[src/rtl/iau_pkg.sv]
package iau_pkg;
  localparam int unsigned ID_W    = 10;
  localparam int unsigned SPUR_ID = 1023;

  typedef enum logic [1:0] {
    SEL_ACK  = 2'd0,
    SEL_EOI  = 2'd1,
    SEL_RPR  = 2'd2,
    SEL_STAT = 2'd3
  } reg_sel_e;
endpackage

[src/rtl/iau_min_prio.sv]
module iau_min_prio #(
  parameter int unsigned NUM_IRQ = 32,
  parameter int unsigned PRIO_W  = 8
) (
  input  logic                      clk_i,
  input  logic                      rst_ni,
  input  logic [NUM_IRQ-1:0]        active_i,
  input  logic [NUM_IRQ*PRIO_W-1:0] prio_i,
  output logic [PRIO_W-1:0]         min_o
);
  logic [PRIO_W-1:0] chain [NUM_IRQ+1];

  assign chain[0] = '1;

  for (genvar i = 0; i < NUM_IRQ; i++) begin : g_stage
    logic [PRIO_W-1:0] p;
    assign p = prio_i[i*PRIO_W +: PRIO_W];
    assign chain[i+1] = (active_i[i] && (p < chain[i])) ? p : chain[i];

    AST_RP_BOUND: assert property (@(posedge clk_i) disable iff (!rst_ni)
      active_i[i] |-> (min_o <= p));
  end

  assign min_o = chain[NUM_IRQ];

  AST_RP_IDLE: assert property (@(posedge clk_i) disable iff (!rst_ni)
    (active_i == '0) |-> (min_o == '1));
endmodule

[src/rtl/iau_active_set.sv]
module iau_active_set #(
  parameter int unsigned NUM_IRQ = 32,
  parameter int unsigned ID_W    = 10,
  parameter int unsigned DATA_W  = 16
) (
  input  logic               clk_i,
  input  logic               rst_ni,
  input  logic               en_i,
  input  logic [ID_W-1:0]    hp_id_i,
  input  logic               ack_rd_i,
  input  logic               eoi_wr_i,
  input  logic [DATA_W-1:0]  eoi_id_i,
  input  logic               err_clr_i,
  output logic               ack_ok_o,
  output logic [NUM_IRQ-1:0] active_o,
  output logic               ack_done_o,
  output logic [ID_W-1:0]    ack_id_o,
  output logic               err_o
);
  localparam int unsigned IDX_W = $clog2(NUM_IRQ);

  logic [NUM_IRQ-1:0] active_q;
  logic               done_q, err_q;
  logic [ID_W-1:0]    id_q;
  logic [IDX_W-1:0]   hp_idx, eoi_idx;
  logic               eoi_in, eoi_hit, ack_take;

  assign hp_idx   = hp_id_i[IDX_W-1:0];
  assign eoi_idx  = eoi_id_i[IDX_W-1:0];
  assign ack_ok_o = en_i && (32'(hp_id_i) < NUM_IRQ);
  assign ack_take = ack_rd_i && ack_ok_o;
  assign eoi_in   = 32'(eoi_id_i) < NUM_IRQ;
  assign eoi_hit  = eoi_wr_i && eoi_in && active_q[eoi_idx];

  always_ff @(posedge clk_i or negedge rst_ni) begin
    if (!rst_ni) begin
      active_q <= '0;
      done_q   <= 1'b0;
      id_q     <= '0;
      err_q    <= 1'b0;
    end else begin
      if (ack_take) active_q[hp_idx]  <= 1'b1;
      if (eoi_hit)  active_q[eoi_idx] <= 1'b0;
      done_q <= ack_take;
      if (ack_take) id_q <= hp_id_i;
      err_q  <= (err_q && !err_clr_i) || (eoi_wr_i && !eoi_hit);
    end
  end

  assign active_o   = active_q;
  assign ack_done_o = done_q;
  assign ack_id_o   = id_q;
  assign err_o      = err_q;

  AST_ACK_SETS_ACTIVE: assert property (@(posedge clk_i) disable iff (!rst_ni)
    done_q |-> active_q[id_q[IDX_W-1:0]]);
  AST_ACK_PULSE: assert property (@(posedge clk_i) disable iff (!rst_ni)
    (ack_rd_i && en_i && (32'(hp_id_i) < NUM_IRQ)) |=> done_q && (id_q == $past(hp_id_i)));
  AST_DISABLED_QUIET: assert property (@(posedge clk_i) disable iff (!rst_ni)
    (ack_rd_i && !en_i) |=> ($stable(active_q) && !done_q));
  AST_EOI_CLEARS: assert property (@(posedge clk_i) disable iff (!rst_ni)
    eoi_hit |=> !active_q[$past(eoi_idx)]);
  AST_EOI_BAD_KEEPS: assert property (@(posedge clk_i) disable iff (!rst_ni)
    (eoi_wr_i && !eoi_hit) |=> ($stable(active_q) && err_q));
endmodule

[src/rtl/irq_ack_unit.sv]
module irq_ack_unit
  import iau_pkg::*;
#(
  parameter int unsigned NUM_IRQ = 32,
  parameter int unsigned PRIO_W  = 8,
  parameter int unsigned DATA_W  = 16
) (
  input  logic                      clk_i,
  input  logic                      rst_ni,
  input  logic                      dist_en_i,
  input  logic                      cpu_en_i,
  input  logic [ID_W-1:0]           hp_id_i,
  input  logic [NUM_IRQ*PRIO_W-1:0] prio_i,
  input  logic                      req_i,
  input  logic                      we_i,
  input  logic [1:0]                addr_i,
  input  logic [DATA_W-1:0]         wdata_i,
  output logic [DATA_W-1:0]         rdata_o,
  output logic                      rvalid_o,
  output logic                      ack_done_o,
  output logic [ID_W-1:0]           ack_id_o,
  output logic [NUM_IRQ-1:0]        active_o,
  output logic [PRIO_W-1:0]         run_prio_o,
  output logic                      eoi_err_o
);
  reg_sel_e          sel;
  logic              rd, wr, ack_ok, err;
  logic [DATA_W-1:0] rd_next, rdata_q;
  logic              rvalid_q;
  logic [PRIO_W-1:0] rprio;
  logic [NUM_IRQ-1:0] active;

  assign sel = reg_sel_e'(addr_i);
  assign rd  = req_i && !we_i;
  assign wr  = req_i && we_i;

  iau_active_set #(.NUM_IRQ(NUM_IRQ), .ID_W(ID_W), .DATA_W(DATA_W)) u_act (
    .clk_i     (clk_i),
    .rst_ni    (rst_ni),
    .en_i      (dist_en_i && cpu_en_i),
    .hp_id_i   (hp_id_i),
    .ack_rd_i  (rd && (sel == SEL_ACK)),
    .eoi_wr_i  (wr && (sel == SEL_EOI)),
    .eoi_id_i  (wdata_i),
    .err_clr_i (wr && (sel == SEL_STAT)),
    .ack_ok_o  (ack_ok),
    .active_o  (active),
    .ack_done_o(ack_done_o),
    .ack_id_o  (ack_id_o),
    .err_o     (err)
  );

  iau_min_prio #(.NUM_IRQ(NUM_IRQ), .PRIO_W(PRIO_W)) u_min (
    .clk_i   (clk_i),
    .rst_ni  (rst_ni),
    .active_i(active),
    .prio_i  (prio_i),
    .min_o   (rprio)
  );

  always_comb begin
    unique case (sel)
      SEL_ACK:  rd_next = ack_ok ? DATA_W'(hp_id_i) : DATA_W'(SPUR_ID);
      SEL_RPR:  rd_next = DATA_W'(rprio);
      SEL_STAT: rd_next = DATA_W'(err);
      default:  rd_next = '0;
    endcase
  end

  always_ff @(posedge clk_i or negedge rst_ni) begin
    if (!rst_ni) begin
      rdata_q  <= '0;
      rvalid_q <= 1'b0;
    end else begin
      rvalid_q <= rd;
      if (rd) rdata_q <= rd_next;
    end
  end

  assign rdata_o    = rdata_q;
  assign rvalid_o   = rvalid_q;
  assign active_o   = active;
  assign run_prio_o = rprio;
  assign eoi_err_o  = err;

  AST_RVALID: assert property (@(posedge clk_i) disable iff (!rst_ni)
    rd |=> rvalid_q);
  AST_SPUR_OFF: assert property (@(posedge clk_i) disable iff (!rst_ni)
    (rd && (sel == SEL_ACK) && !(dist_en_i && cpu_en_i)) |=> (rdata_q == DATA_W'(SPUR_ID)));
  AST_ACK_DATA: assert property (@(posedge clk_i) disable iff (!rst_ni)
    (rd && (sel == SEL_ACK)) |=> (rdata_q == DATA_W'(SPUR_ID)) || (rdata_q == DATA_W'(ack_id_o)));
endmodule

[config.mk]
export PLATFORM = sky130hd
export DESIGN_NAME = irq_ack_unit
export DESIGN_NICKNAME = d
export VERILOG_FILES = /design/src/rtl/iau_pkg.sv /design/src/rtl/iau_min_prio.sv /design/src/rtl/iau_active_set.sv /design/src/rtl/irq_ack_unit.sv
export SDC_FILE = /design/constraint.sdc
export NUM_CORES = 1
export LEC_CHECK = 0
export BUFFER_PORTS_ARGS = -buffer_cell sky130_fd_sc_hd__clkbuf_2
export CORE_ASPECT_RATIO = 1.5
export CORE_UTILIZATION = 51
export DETAILED_ROUTE_END_ITERATION = 7
export PLACE_DENSITY_LB_ADDON = 0.2
export SYNTH_ARGS = -nofsm -noshare
export SYNTH_HDL_FRONTEND = slang
export SYNTH_SLANG_ARGS = --single-unit
[constraint.sdc]
create_clock -name clk_i -period 51.6 [get_ports clk_i]
set_clock_uncertainty 0.1 [all_clocks]
set_input_delay 0 -clock clk_i [delete_from_list [all_inputs] [get_ports clk_i]]
set_output_delay 0 -clock clk_i [all_outputs]
set_load 0.02 [all_outputs]
==> flow_metrics.tcl <==
set metrics [dict create \
    outcome "finished, violations left" \
    violations "setup timing" \
    critPathMaxFanout 8 \
    via_count 18700 \
    grt_max_degree 56 \
    synth.most_common_cell "a21oi_1" \
    irDropWorstVdd_uv 11.7 \
    clock-sinks 55 \
    via_per_inst 6.61 \
    synth_top_area_share_pct 14.0 \
    worstPathArrival_ns 52.45 \
    floorplan.initialDensity_pct 52.3 \
    synthArstFlopShare_pct 100 \
    maxClockFrequency_mhz 19.0 \
    clkLatencyLatePin_ns 0.30 \
    ys_warn_count 0 \
    globalRouteMet2Util_pct 64.9 \
    power_leakage_nw 10.0 \
    cp-end-kind "primary output" \
    port_buffers 352 \
    ys_ff_latch 55 \
    utilization_pct 77.9 \
    die-area_um2 28100 \
    ys_types 130 \
    finalWorstSetupSlack_ns -0.952 \
    io_pins 359 \
    yosys-top-cells-count "a21oi_1, nand2_1, inv_1" \
    cpPeakStageDelay_ns 0.50 \
    fp.dieW_um 137 \
    fillers 1773 \
    hp-class "in2reg" \
    cap_viol_max_count 0 \
    grt_overflow_total 0 \
    worstMarginPinSlew_ns 1.26 \
    worst_path_max_delay_cell "or4b_4" \
    drive_gt1_share_pct 46.4 \
    nets 2932 \
    cts-htree-levels 2 \
    place_area_um2 16900 \
    postSynthAreaPerCell_um2 7.46 \
    fin_area_um2 20800 \
    use_met1_pct 36.5 \
    critPathRequiredTime_ns 51.50 \
    cp-start-kind "register" \
    cts.clk_slew.worst_paths_ns 0.08 \
    dr.pass1.iters 6 \
    synth_top_area_cell "ha_1" \
    synth_area_leaders "ha_1, dfrtp_1, a21oi_1, mux2i_1, o21ai_0" \
    rsz0062_at_grt "true" \
    synth-seq-area-share_pct 9.84 \
    hold_viol 0 \
    worstSetupPathType "reg2out" \
    initialDrtViolationCount 1494 \
    r2r_slack_ns -0.83 \
    syn_inst 1876 \
    final.min_clock_period_ns 52.55 \
    p_per_area_nw_per_um2 7.88 \
    wl_um 59700 \
    use_met3_pct 4.08 \
    synth-main-ff-cell "dfrtp_1" \
    multiInputGateArea_um2 14100 \
    hpwlAfterDp_um 40800 \
    gr-max-usage-layer "met2" \
    netlist_area_um2 14000 \
    maxSlewViolCount 0 \
    grt_pass1_vias 17200 \
    regArea_um2 1380 \
    cts_made_buffers 5 \
    synth_edf_count 0 \
    core_area_um2 26800 \
    drtAntennaViolNets 0 \
    antenna_found_initial 3 \
    post-route-period-util_pct 102 \
    ctsLongestPathBuffers 2 \
    drc 0 \
    clock-root-buffer "clkbuf_16" \
    die_h_um 205 \
    max_slew_margin_pct 15.6 \
    wire_per_inst_um 21.2 \
    num_rows 73 \
    grt_usage_pct 34.9 \
    grt_pass1_wl_um 79600 \
    total_power_mw 0.164 \
    tritoncts "built" \
    finalSetupViolations 16 \
    finalWeightedCongestion 0.972 \
    pre_cts_ws_ns -2.71 \
    areaGrowthSynthToFinish_pct 49.0 \
]
-- state kept, by name (all words and copies together), names as in the netlist --
name / count
rvalid_o: 1
rdata_o: 10
u_act.err_o: 1
u_act.active_o: 32
u_act.ack_done_o: 1
u_act.ack_id_o: 10
-- metrics by stage --
| stage | hold WS, ns | TNS [ns] | std cells |
|---|---|---|---|
| CTS | 0.00264 | 0 | 2733 |
| finish | 0.0249 | -12.88 | 2824 |
| global route | 0.0480 | -57.67 | 2824 |
| floorplan | -0.396 | 0 | 1881 |
| detailed placement | 0.0830 | -41.53 | 2636 |
| global placement | 0.0663 | -23.63 | 2636 |
-- kinds of logic after synthesis --
kind of cell    count (synthesis)  share of synthesized area (%)
mux                           137                           11.1
compound gates                657                           32.1
buf+inv                       223                           7.17
fa+ha+maj                     172                           15.1
other cells                     1                         0.0268
flops                          55                           9.84
simple gates                  621                           24.0
xor+xnor                       10                          0.626
-- worst max-delay path, delay by kind of cell (launching register included) --
family | cells | cell delay, ns
AND/OR/NAND/NOR | 103 | 14.89
flip-flops | 1 | 0.48
buffers and inverters | 35 | 3.92
adder cells (fa/ha/maj) | 31 | 8.23
multiplexers | 17 | 4.55
AO/OA/AOI/OAI | 110 | 19.89
-- worst paths after layout --
| path | from | end | cells past startpoint |
|---|---|---|---|
| worst max-delay path | u_act.active_o[0] | run_prio_o[7] | 296 |
| worst min-delay path | prio_i[254] | rdata_o[6] | 4 |
| worst max register to register | u_act.active_o[0] | rdata_o[1] | 297 |
| worst min register to register | rdata_o[8] | rdata_o[8] | 1 |
| max in group asynchronous | rst_ni | u_act.active_o[0] | 3 |
| min in group asynchronous | rst_ni | u_act.ack_done_o | 3 |
-- cells in the final DEF (no fill, tap or decap), types with 54 or more instances in the layout --
cell	instances
ha_4	57
clkbuf_2	344
ha_1	98
nand2_1	146
nor2_1	99
a21oi_1	128
buf_4	270
o21ai_1	57
dfrtp_1	54
o21ai_0	65
inv_1	136
-- repair_timing --
action                                  in CTS  in global routing
pin swaps                                   65                236
endpoints found under the setup margin      16                 16
buffers inserted                            78                 89
cloned                                       7                  1
hold buffers                                 4                  0
hold endpoints to repair                    58                  0
resized for setup                          136                445
-- area by class of cell --
type	instances	share of cell area (%)
clock buffers	5	0.600
inverters	167	3.07
clock inverters	3	0.342
diodes	1	0.0120
repair buffers	645	19.7
multi-input cells	1611	67.6
well taps	337	2.02
flip-flops and latches	55	6.61
-- power by group --
part	switching [mW]	total [mW]	internal [mW]
Combinational	0.0437	0.0741	0.0304
Sequential	0.000907	0.0453	0.0444
Clock	0.0166	0.0448	0.0282
-- layer usage --
layer  up-vias  routed length [µm]
li1       8341                   -
met4         4                4520
met2      1120               30200
met3       369                4920
met5         -                  24
met1      8828               20100
Note: power is estimated with default switching activity, not from simulation.
